<file path="config.mk">
export PLATFORM = sky130hd
export DESIGN_NAME = irqc_cascade
export DESIGN_NICKNAME = d
export VERILOG_FILES = /design/src/rtl/irqc_pkg.sv /design/src/rtl/irqc_sync.sv /design/src/rtl/irqc_lowest.sv /design/src/rtl/irqc_unit.sv /design/src/rtl/irqc_cascade.sv
export SDC_FILE = /design/constraint.sdc
export NUM_CORES = 1
export LEC_CHECK = 0
export BUFFER_PORTS_ARGS = -buffer_cell sky130_fd_sc_hd__buf_2
export CAP_MARGIN = 20
export CORE_ASPECT_RATIO = 0.9
export CORE_UTILIZATION = 29
export DETAILED_ROUTE_END_ITERATION = 12
export SYNTH_ARGS = -nofsm -noshare
export SYNTH_HDL_FRONTEND = slang
export SYNTH_HIERARCHICAL = 1
export SYNTH_SLANG_ARGS = --single-unit
</file>
<file path="constraint.sdc">
create_clock -name clk -period 3 [get_ports clk]
set_input_delay 0.15 -clock clk [delete_from_list [all_inputs] [get_ports clk]]
set_output_delay 0.15 -clock clk [all_outputs]
set_load 0.005 [all_outputs]
</file>
<file path="src/rtl/irqc_pkg.sv">
package irqc_pkg;
    // byte offset width inside one unit
    localparam int REG_OFS_W = 5;

    // word index (offset bits 4:2) of each register
    typedef enum logic [2:0] {
        RG_ENABLE = 3'd0,
        RG_RAW    = 3'd1,
        RG_MASKED = 3'd2,
        RG_POLAR  = 3'd3,
        RG_KIND   = 3'd4,
        RG_FAST   = 3'd5
    } reg_sel_e;
endpackage

</file>
<file path="src/rtl/irqc_sync.sv">
module irqc_sync #(
    parameter int W = 32
) (
    input  logic         clk,
    input  logic         rst_n,
    input  logic [W-1:0] d_i,
    output logic [W-1:0] q_o
);
    typedef struct packed {
        logic [W-1:0] s1;
        logic [W-1:0] s2;
    } sync_st_t;

    sync_st_t st_d, st_q;

    always_comb begin
        st_d    = st_q;
        st_d.s1 = d_i;
        st_d.s2 = st_q.s1;
    end

    always_ff @(posedge clk or negedge rst_n) begin
        if (!rst_n) st_q <= '0;
        else        st_q <= st_d;
    end

    assign q_o = st_q.s2;
endmodule

</file>
<file path="src/rtl/irqc_lowest.sv">
module irqc_lowest #(
    parameter  int W  = 32,
    localparam int IW = (W > 1) ? $clog2(W) : 1
) (
    input  logic [W-1:0]  vec_i,
    output logic [IW-1:0] idx_o,
    output logic          valid_o
);
    always_comb begin
        idx_o = '0;
        for (int i = W - 1; i >= 0; i--) begin
            if (vec_i[i]) idx_o = IW'(i);
        end
        valid_o = |vec_i;
    end
endmodule

</file>
<file path="src/rtl/irqc_unit.sv">
module irqc_unit
    import irqc_pkg::*;
#(
    parameter  int NL = 32,
    localparam int IW = (NL > 1) ? $clog2(NL) : 1
) (
    input  logic                 clk,
    input  logic                 rst_n,
    input  logic [NL-1:0]        src_i,
    input  logic                 wr_en_i,
    input  logic [REG_OFS_W-1:0] addr_i,
    input  logic [NL-1:0]        wdata_i,
    output logic [NL-1:0]        rdata_o,
    output logic                 irq_o,
    output logic                 fiq_o,
    output logic [IW-1:0]        idx_o,
    output logic                 idx_valid_o
);
    localparam logic [NL-1:0] ONE = NL'(1);

    typedef struct packed {
        logic [NL-1:0] en;
        logic [NL-1:0] pol;
        logic [NL-1:0] kind;
        logic [NL-1:0] fast;
        logic [NL-1:0] latch;
        logic [NL-1:0] prev;
    } unit_st_t;

    unit_st_t      st_d, st_q;
    logic [NL-1:0] sync_w;
    logic [2:0]    wsel;
    logic          wr_ok;
    logic [NL-1:0] lvl_raw, det, ack, raw, masked;

    irqc_sync #(.W(NL)) u_sync (
        .clk   (clk),
        .rst_n (rst_n),
        .d_i   (src_i),
        .q_o   (sync_w)
    );

    always_comb begin
        wr_ok   = wr_en_i && (addr_i[1:0] == 2'b00);
        wsel    = addr_i[4:2];
        lvl_raw = ~(sync_w ^ st_q.pol);
        det     = (st_q.pol & sync_w & ~st_q.prev)
                | (~st_q.pol & ~sync_w & st_q.prev);
        ack     = (wr_ok && wsel == RG_RAW) ? wdata_i : '0;
        raw     = (st_q.kind & st_q.latch) | (~st_q.kind & lvl_raw);
        masked  = raw & st_q.en;

        st_d       = st_q;
        st_d.prev  = sync_w;
        st_d.latch = st_q.kind & ((st_q.latch & ~ack) | det);
        if (wr_ok) begin
            case (wsel)
                RG_ENABLE: st_d.en   = wdata_i;
                RG_POLAR:  st_d.pol  = wdata_i;
                RG_KIND:   st_d.kind = wdata_i;
                RG_FAST:   st_d.fast = wdata_i;
                default:   ;
            endcase
        end

        case (wsel)
            RG_ENABLE: rdata_o = st_q.en;
            RG_RAW:    rdata_o = raw;
            RG_MASKED: rdata_o = masked;
            RG_POLAR:  rdata_o = st_q.pol;
            RG_KIND:   rdata_o = st_q.kind;
            RG_FAST:   rdata_o = st_q.fast;
            default:   rdata_o = '0;
        endcase
    end

    always_ff @(posedge clk or negedge rst_n) begin
        if (!rst_n) st_q <= '0;
        else        st_q <= st_d;
    end

    assign irq_o = |(masked & ~st_q.fast);
    assign fiq_o = |(masked & st_q.fast);

    irqc_lowest #(.W(NL)) u_low (
        .vec_i   (masked),
        .idx_o   (idx_o),
        .valid_o (idx_valid_o)
    );

    // enable register changes only through its own write
    p_en_hold_r2: assert property (@(posedge clk) disable iff (!rst_n)
        !(wr_ok && wsel == RG_ENABLE) |=> $stable(st_q.en));

    // a latched edge falls only by acknowledge or type change
    p_latch_hold_r4: assert property (@(posedge clk) disable iff (!rst_n)
        1'b1 |=> (($past(st_q.latch) & ~st_q.latch & ~$past(ack)
                   & $past(st_q.kind)) == '0));

    // acknowledged bits are clear unless a new edge arrived
    p_ack_clear_r5: assert property (@(posedge clk) disable iff (!rst_n)
        (wr_ok && wsel == RG_RAW) |=>
        ((st_q.latch & $past(wdata_i) & ~$past(det)) == '0));

    // no request without a masked pending line
    p_quiet_r7: assert property (@(posedge clk) disable iff (!rst_n)
        (masked == '0) |-> (!irq_o && !fiq_o));

    // reported index is set and nothing below it is
    p_lowest_r8: assert property (@(posedge clk) disable iff (!rst_n)
        idx_valid_o |-> (masked[idx_o] && ((masked & ((ONE << idx_o) - ONE)) == '0)));
endmodule

</file>
<file path="src/rtl/irqc_cascade.sv">
module irqc_cascade
    import irqc_pkg::*;
#(
    parameter  int NL = 32,
    localparam int IW = (NL > 1) ? $clog2(NL) : 1,
    localparam int AW = REG_OFS_W + 1
) (
    input  logic          clk,
    input  logic          rst_n,
    input  logic [NL-1:1] prim_src_i,
    input  logic [NL-1:0] sec_src_i,
    input  logic          wr_en_i,
    input  logic [AW-1:0] addr_i,
    input  logic [NL-1:0] wdata_i,
    output logic [NL-1:0] rdata_o,
    output logic          irq_o,
    output logic          fiq_o,
    output logic          sec_irq_o,
    output logic          sec_fiq_o,
    output logic [IW-1:0] prim_idx_o,
    output logic          prim_valid_o,
    output logic [IW-1:0] sec_idx_o,
    output logic          sec_valid_o
);
    logic          sel_sec;
    logic          sec_irq_w;
    logic [NL-1:0] prim_lines;
    logic [NL-1:0] prim_rd, sec_rd;

    assign sel_sec    = addr_i[AW-1];
    assign prim_lines = {prim_src_i, sec_irq_w};

    irqc_unit #(.NL(NL)) u_sec (
        .clk         (clk),
        .rst_n       (rst_n),
        .src_i       (sec_src_i),
        .wr_en_i     (wr_en_i && sel_sec),
        .addr_i      (addr_i[REG_OFS_W-1:0]),
        .wdata_i     (wdata_i),
        .rdata_o     (sec_rd),
        .irq_o       (sec_irq_w),
        .fiq_o       (sec_fiq_o),
        .idx_o       (sec_idx_o),
        .idx_valid_o (sec_valid_o)
    );

    irqc_unit #(.NL(NL)) u_prim (
        .clk         (clk),
        .rst_n       (rst_n),
        .src_i       (prim_lines),
        .wr_en_i     (wr_en_i && !sel_sec),
        .addr_i      (addr_i[REG_OFS_W-1:0]),
        .wdata_i     (wdata_i),
        .rdata_o     (prim_rd),
        .irq_o       (irq_o),
        .fiq_o       (fiq_o),
        .idx_o       (prim_idx_o),
        .idx_valid_o (prim_valid_o)
    );

    assign sec_irq_o = sec_irq_w;
    assign rdata_o   = sel_sec ? sec_rd : prim_rd;

    // a request at either primary output needs a valid pending index
    p_prim_valid_r9: assert property (@(posedge clk) disable iff (!rst_n)
        (irq_o || fiq_o) |-> prim_valid_o);
endmodule

</file>
# After elaboration in Yosys (flattened, before gate mapping)
# Cells that the tools add are included.
[totals] out_inout_bits=48 input_bits=104 regBits=512
[op_classes] bitwise_logic=44 eq_ne=5 mux=69 reduce_logical=23
[op_table] op="32-bit AND" count=22
[op_table] op="32-bit NOT" count=14
[op_table] op="32-bit case mux with 6 select lines" count=2
[op_table] op="5-bit two-way mux" count=64
[op_table] op="32-bit bitwise OR" count=6
[op_table] op="32-bit OR reduction" count=6
[op_table] op="32-bit two-way mux" count=3
[op_table] op="32-bit bitwise XOR" count=2
[op_table] op="2-bit AND reduction" count=8
[op_table] op="3-bit by 2-bit == test with 1-bit output (second input constant)" count=2
[op_table] op="3-bit == test (second input constant)" count=2
[op_table] op="1-bit logical AND" count=6
[op_table] op="3-bit by 1-bit == test with 1-bit output (second input constant)" count=1
[op_table] op="3-bit zero test" count=1
[op_table] op="2-bit zero test" count=1
[op_table] op="1-bit zero test" count=1

# Longest topological paths before layout
[depth] ltp_word=37 depth_mapped=11

# Cells and area by module
# The synthesis kept the hierarchy.
[modules_own_cells] module="irqc_unit" n_inst=2 cells_each=1062 seq_area_each_um2=4804.6 area_per_inst_um2=11015.6
[modules_own_cells] module="irqc_sync" n_inst=2 cells_each=64 seq_area_each_um2=1601.5 area_per_inst_um2=1601.5
[modules_own_cells] module="irqc_lowest" n_inst=2 cells_each=65 seq_area_each_um2=0.0 area_per_inst_um2=385.4
[modules_own_cells] module="irqc_cascade" n_inst=1 cells_each=38 seq_area_each_um2=0.0 area_per_inst_um2=544.3

# Worst setup path before layout
# OpenSTA, ideal clock, no wires.
[synth_path] path_type="reg-to-output" from="register u_prim/st_q[157] (netlist bit)" to="output prim_idx_o[0]" slack_ns=0.737 required_ns=2.850 path_stages_with_launch=10 arrival_time_ns=2.113 cell_sequence="dfrtp_1 -> inv_1 -> ha_1 -> or2_2 -> a21boi_0 -> nor2b_1 -> nor3_1 -> o31ai_1 -> o2111ai_1 -> a221oi_1"
[synth_via] elab_chain_len=35
[synth_lines] item="from (decl)" line_no="irqc_unit.sv:30" source="unit_st_t st_d, st_q;"
[synth_lines] item="from (signal assigned)" line_no="irqc_unit.sv:79" source="else st_q <= st_d;"
[synth_lines] item="32-bit bitwise XOR" line_no="irqc_unit.sv:46" source="lvl_raw = ~(sync_w ^ st_q.pol);"
[synth_lines] item="32-bit NOT" line_no="irqc_unit.sv:46"
[synth_lines] item="32-bit AND" line_no="irqc_unit.sv:50" source="raw = (st_q.kind & st_q.latch) | (~st_q.kind & lvl_raw);"
[synth_lines] item="32-bit bitwise OR" line_no="irqc_unit.sv:50"
[synth_lines] item="32-bit AND" line_no="irqc_unit.sv:51" source="masked = raw & st_q.en;"
[synth_lines] item="net u_prim.masked[29]" line_no="irqc_unit.sv:34" source="logic [NL-1:0] lvl_raw, det, ack, raw, masked;"
[synth_lines] item="5-bit two-way mux (30 in a row)" line_no="irqc_lowest.sv:12" source="if (vec_i[i]) idx_o = IW'(i);"
[synth_lines] item="to (decl)" line_no="irqc_cascade.sv:20" source="output logic [IW-1:0] prim_idx_o,"
# The timed path passes the listed nets, and every way through them passes these cells.

# Worst setup path after layout
[layout_path] from="register u_sec/st_q[139] (netlist bit)" to="output sec_fiq_o"
[layout_via] elab_chain_len=7
[layout_lines] item="from (decl)" line_no="irqc_unit.sv:30"
[layout_lines] item="from (signal assigned)" line_no="irqc_unit.sv:79"
[layout_lines] item="32-bit bitwise XOR" line_no="irqc_unit.sv:46"
[layout_lines] item="32-bit NOT" line_no="irqc_unit.sv:46"
[layout_lines] item="32-bit AND" line_no="irqc_unit.sv:50"
[layout_lines] item="32-bit bitwise OR" line_no="irqc_unit.sv:50"
[layout_lines] item="32-bit AND" line_no="irqc_unit.sv:51"
[layout_lines] item="32-bit AND" line_no="irqc_unit.sv:83" source="assign fiq_o = |(masked & st_q.fast);"
[layout_lines] item="32-bit OR reduction" line_no="irqc_unit.sv:83"
[layout_lines] item="to (decl)" line_no="irqc_cascade.sv:19" source="output logic sec_fiq_o,"
# Every way passes these cells.

==> results.sh <==
export IMPL_worst_pin_slew_ps=1210
export IMPL_sequentialPowerShare=0.400
export IMPL_yosys_area_top_type_share=0.483
export IMPL_die_area_um2=92800
export IMPL_finalClockSkew_ps=18.5
export IMPL_combPwrFrac=0.240
export IMPL_worstRegToRegCells=7
export IMPL_place_gp_congestion=0.944
export IMPL_path_clk_slew_ps=60
export IMPL_grt_pass1_vias=20200
export IMPL_status="complete, but fails checks"
export IMPL_placed_cell_area_um2=29300
export IMPL_cts_tree="yes"
export IMPL_synth_cells=2420
export IMPL_p_leak_nw=15.8
export IMPL_synth_seq_area_share=0.483
export IMPL_cts_sinks=512
export IMPL_clock_power_share=0.360
export IMPL_drc=0
export IMPL_routed_wirelength_um=88600
export IMPL_core_area_um2=90000
export IMPL_synth_nets=2652
export IMPL_synth_seq_cells=512
export IMPL_p_int_mw=14.4
export IMPL_io_pins=152
export IMPL_wl_per_cell_um=21.6
export IMPL_violations="setup timing"
export IMPL_overflow=0
export IMPL_vias=20900
export IMPL_final_setup_worst_slack_ps=-117
export IMPL_finalPower_mw=20.6
export IMPL_rsz0062_at_grt="true"
export IMPL_p_sw_frac=0.303
export IMPL_cts_buffer_depth=3
export IMPL_synth_area_um2=26500
export IMPL_antenna_cells=0
export IMPL_dr_pass1_iters=6
export IMPL_worstSetupStartpointType="flip-flop"
export IMPL_fp_dieW_um=321
export IMPL_cap_violations=0
export IMPL_cts_root_buf="clkbuf_16"
export IMPL_ant_nets=0
export IMPL_dp_hpwl_um=61300
export IMPL_nets=3072
export IMPL_holdPathStages=2
export IMPL_synth_edf_count=0
export IMPL_hp_class="primary input to flip-flop"
export IMPL_cp_arrival_ps=2970
export IMPL_min_period_over_period=1.04
export IMPL_fin_area_um2=34500
export IMPL_timing_final_crit_period_ps=3120
export IMPL_ys_flop_type="dfrtp_1"
export IMPL_synthTopCellsByArea="dfrtp_1, mux2_2, ha_1"
export IMPL_netlist_top_cell_by_area="dfrtp_1"
export IMPL_critPathMaxFanout=4
export IMPL_numCtsBuffers=57
export IMPL_syn_to_final_growth_pct=30.0
export IMPL_start_util=0.295
export IMPL_syn_area_per_cell_um2=11.0
export IMPL_synthDistinctLibCells=69
export IMPL_slew_headroom=0.192
export IMPL_worstSetupPathType="flip-flop to primary output"
export IMPL_grt_pass1_wl_um=130000
export IMPL_drt_iter0_markers=1889
export IMPL_crit_path_end_kind="primary output"
export IMPL_hold_violations=0
export IMPL_powerDensity_nw_per_um2=597
export IMPL_yosys_warnings=6
export IMPL_placement_io_buffers=151
export IMPL_grt_start_max_net_pins=105
export IMPL_max_clock_freq_ghz=0.321
export IMPL_vias_per_cell=5.10
export IMPL_rows=104
export IMPL_drv_slew=0
export IMPL_async_flop_share=1.00
export IMPL_setup_tns_ps=-469
export IMPL_power_switching_mw=6.24
export IMPL_grt_usage=0.186
export IMPL_peakVddDrop_uv=495
export IMPL_clock_latency_ps=620
export IMPL_antenna_found_initial=1
export IMPL_cp_required_ps=2850
export IMPL_htree_levels=2
export IMPL_setup_violations_final=8
export IMPL_drive_above_1_share=0.321
export IMPL_floorplan_die_height_um=289
==> critical path: stages, from the launching register on <==
cell and delay [ps]:
dfrtp_1 430, inv_2 70, ha_4 270, nor2_4 40
o211ai_1 350, o2111a_1 290, nand4_1 230, or4_4 530
buf_6 140
==> kinds of logic (layout without fill, tap and decap cells) <==
logic type	count (synthesis)	count (layout)	synth area share
simple gates	618	618	0.122
buf+inv	306	774	0.0472
flops	512	512	0.483
xor+xnor	2	2	0.000660
mux	354	354	0.154
compound gates	500	500	0.132
fa+ha+maj	128	128	0.0603
==> through the flow <==
step	utilization	setup slack (ps)	cells	hold WS (ps)
3_3_place_gp	0.325	117	3790	123
4_1_cts	0.371	-117	4054	3.98
2_1_floorplan	-	737	2420	-146
6_report	0.383	-117	4107	10.1
5_1_grt	0.383	-197	4107	13.9
3_5_place_dp	0.325	145	3790	128
==> synthesized netlist by cell type (all sizes together), types with 6 or more instances <==
library cell / number
and3: 8
ha: 128
buf: 58
a21o: 16
nor3b: 16
a2bb2oi: 12
dfrtp: 512
o21a: 18
nor2: 100
and2: 29
inv: 208
or2: 16
o31ai: 8
nand2: 166
nand3: 24
nor4: 14
mux2i: 30
a21oi: 162
o221ai: 26
nor2b: 141
nor4b: 10
nand2b: 34
nand4: 12
clkbuf: 38
o22ai: 18
o311ai: 6
or4: 12
a21boi: 14
nor3: 28
o21ai: 56
a2111oi: 16
a211oi: 10
mux2: 320
a22oi: 18
a221oi: 64
a32oi: 20
==> area by class of cell <==
cell class                 instances  area [um2]
timing repair buffer             457        3510
clock buffer                      79        1680
clock inverter                    28         314
inverter                         210         793
sequential                       512       12800
tap                             1219        1530
fill                            8804       55500
multi-input combinational       1602       13900
==> final timing paths <==
check,endpoint,slack [ps],from
min in group asynchronous,u_prim/u_sync/st_d[18],70,rst_n
worst min register to register,u_sec/u_sync/q_o[23],340,u_sec/u_sync/st_d[23]
worst max register to register,u_prim/u_sync/st_d[0],730,u_sec/u_sync/q_o[7]
worst min-delay path,u_prim/st_q[84],10,wdata_i[20]
max in group asynchronous,u_prim/st_q[39],1970,rst_n
worst max-delay path,sec_fiq_o,-120,u_sec/st_q[139]
==> layer usage <==
metal  GRT usage  vias up  share of wire
met4      0.0420        2          0.023
li1            -     9442              -
met2       0.282      807           0.44
met1       0.277    10500           0.47
met3      0.0300      133          0.074
met5           0        -       0.000090
==> power groups by stage <==
stage / Clock [mW] / Combinational [mW] / Sequential, mW
after floorplan: 0 / 2.34 / 8.10
after global placement: 0 / 3.70 / 8.32
after detailed placement: 0 / 3.72 / 8.33
after CTS: 7.61 / 4.41 / 8.20
after global routing: 7.87 / 5.33 / 8.33
final: 7.43 / 4.95 / 8.24
==> timing repair <==
| action | in CTS | in global routing |
|---|---|---|
| setup endpoints to repair | 23 | 21 |
| endpoints found under the hold margin | 591 | 0 |
| cloned | 0 | 0 |
| buffers inserted | 64 | 53 |
| resized for setup | 174 | 137 |
| pin swaps | 58 | 70 |
| hold buffers | 94 | 0 |
==> state kept, by name, indices dropped and copies added (netlist names) <==
name / count
u_prim/st_q: 192
u_prim/u_sync/q_o: 32
u_prim/u_sync/st_d: 32
u_sec/st_q: 192
u_sec/u_sync/q_o: 32
u_sec/u_sync/st_d: 32
==> cells in the final DEF (no fill, tap or decap), types with 17 or more instances in the layout <==
| master | Yosys | final |
|---|---|---|
| a21oi_1 | 162 | 152 |
| nor2_1 | 100 | 82 |
| clkbuf_16 | 0 | 59 |
| nand2_1 | 166 | 163 |
| buf_2 | 42 | 144 |
| dlygate4sd3_1 | 0 | 94 |
| mux2i_1 | 30 | 19 |
| o221ai_1 | 26 | 22 |
| nor3_1 | 24 | 21 |
| inv_1 | 202 | 183 |
| a221oi_1 | 64 | 62 |
| inv_2 | 6 | 25 |
| ha_1 | 128 | 113 |
| mux2_1 | 110 | 110 |
| o21ai_0 | 44 | 43 |
| mux2_2 | 182 | 181 |
| mux2_4 | 28 | 29 |
| o22ai_1 | 18 | 18 |
| nor2b_1 | 139 | 122 |
| dfrtp_1 | 512 | 511 |
| a22oi_1 | 18 | 17 |
| nand3_1 | 24 | 17 |
| nand2b_1 | 34 | 34 |
| buf_4 | 0 | 197 |
Power figures use the tool's default switching activity.
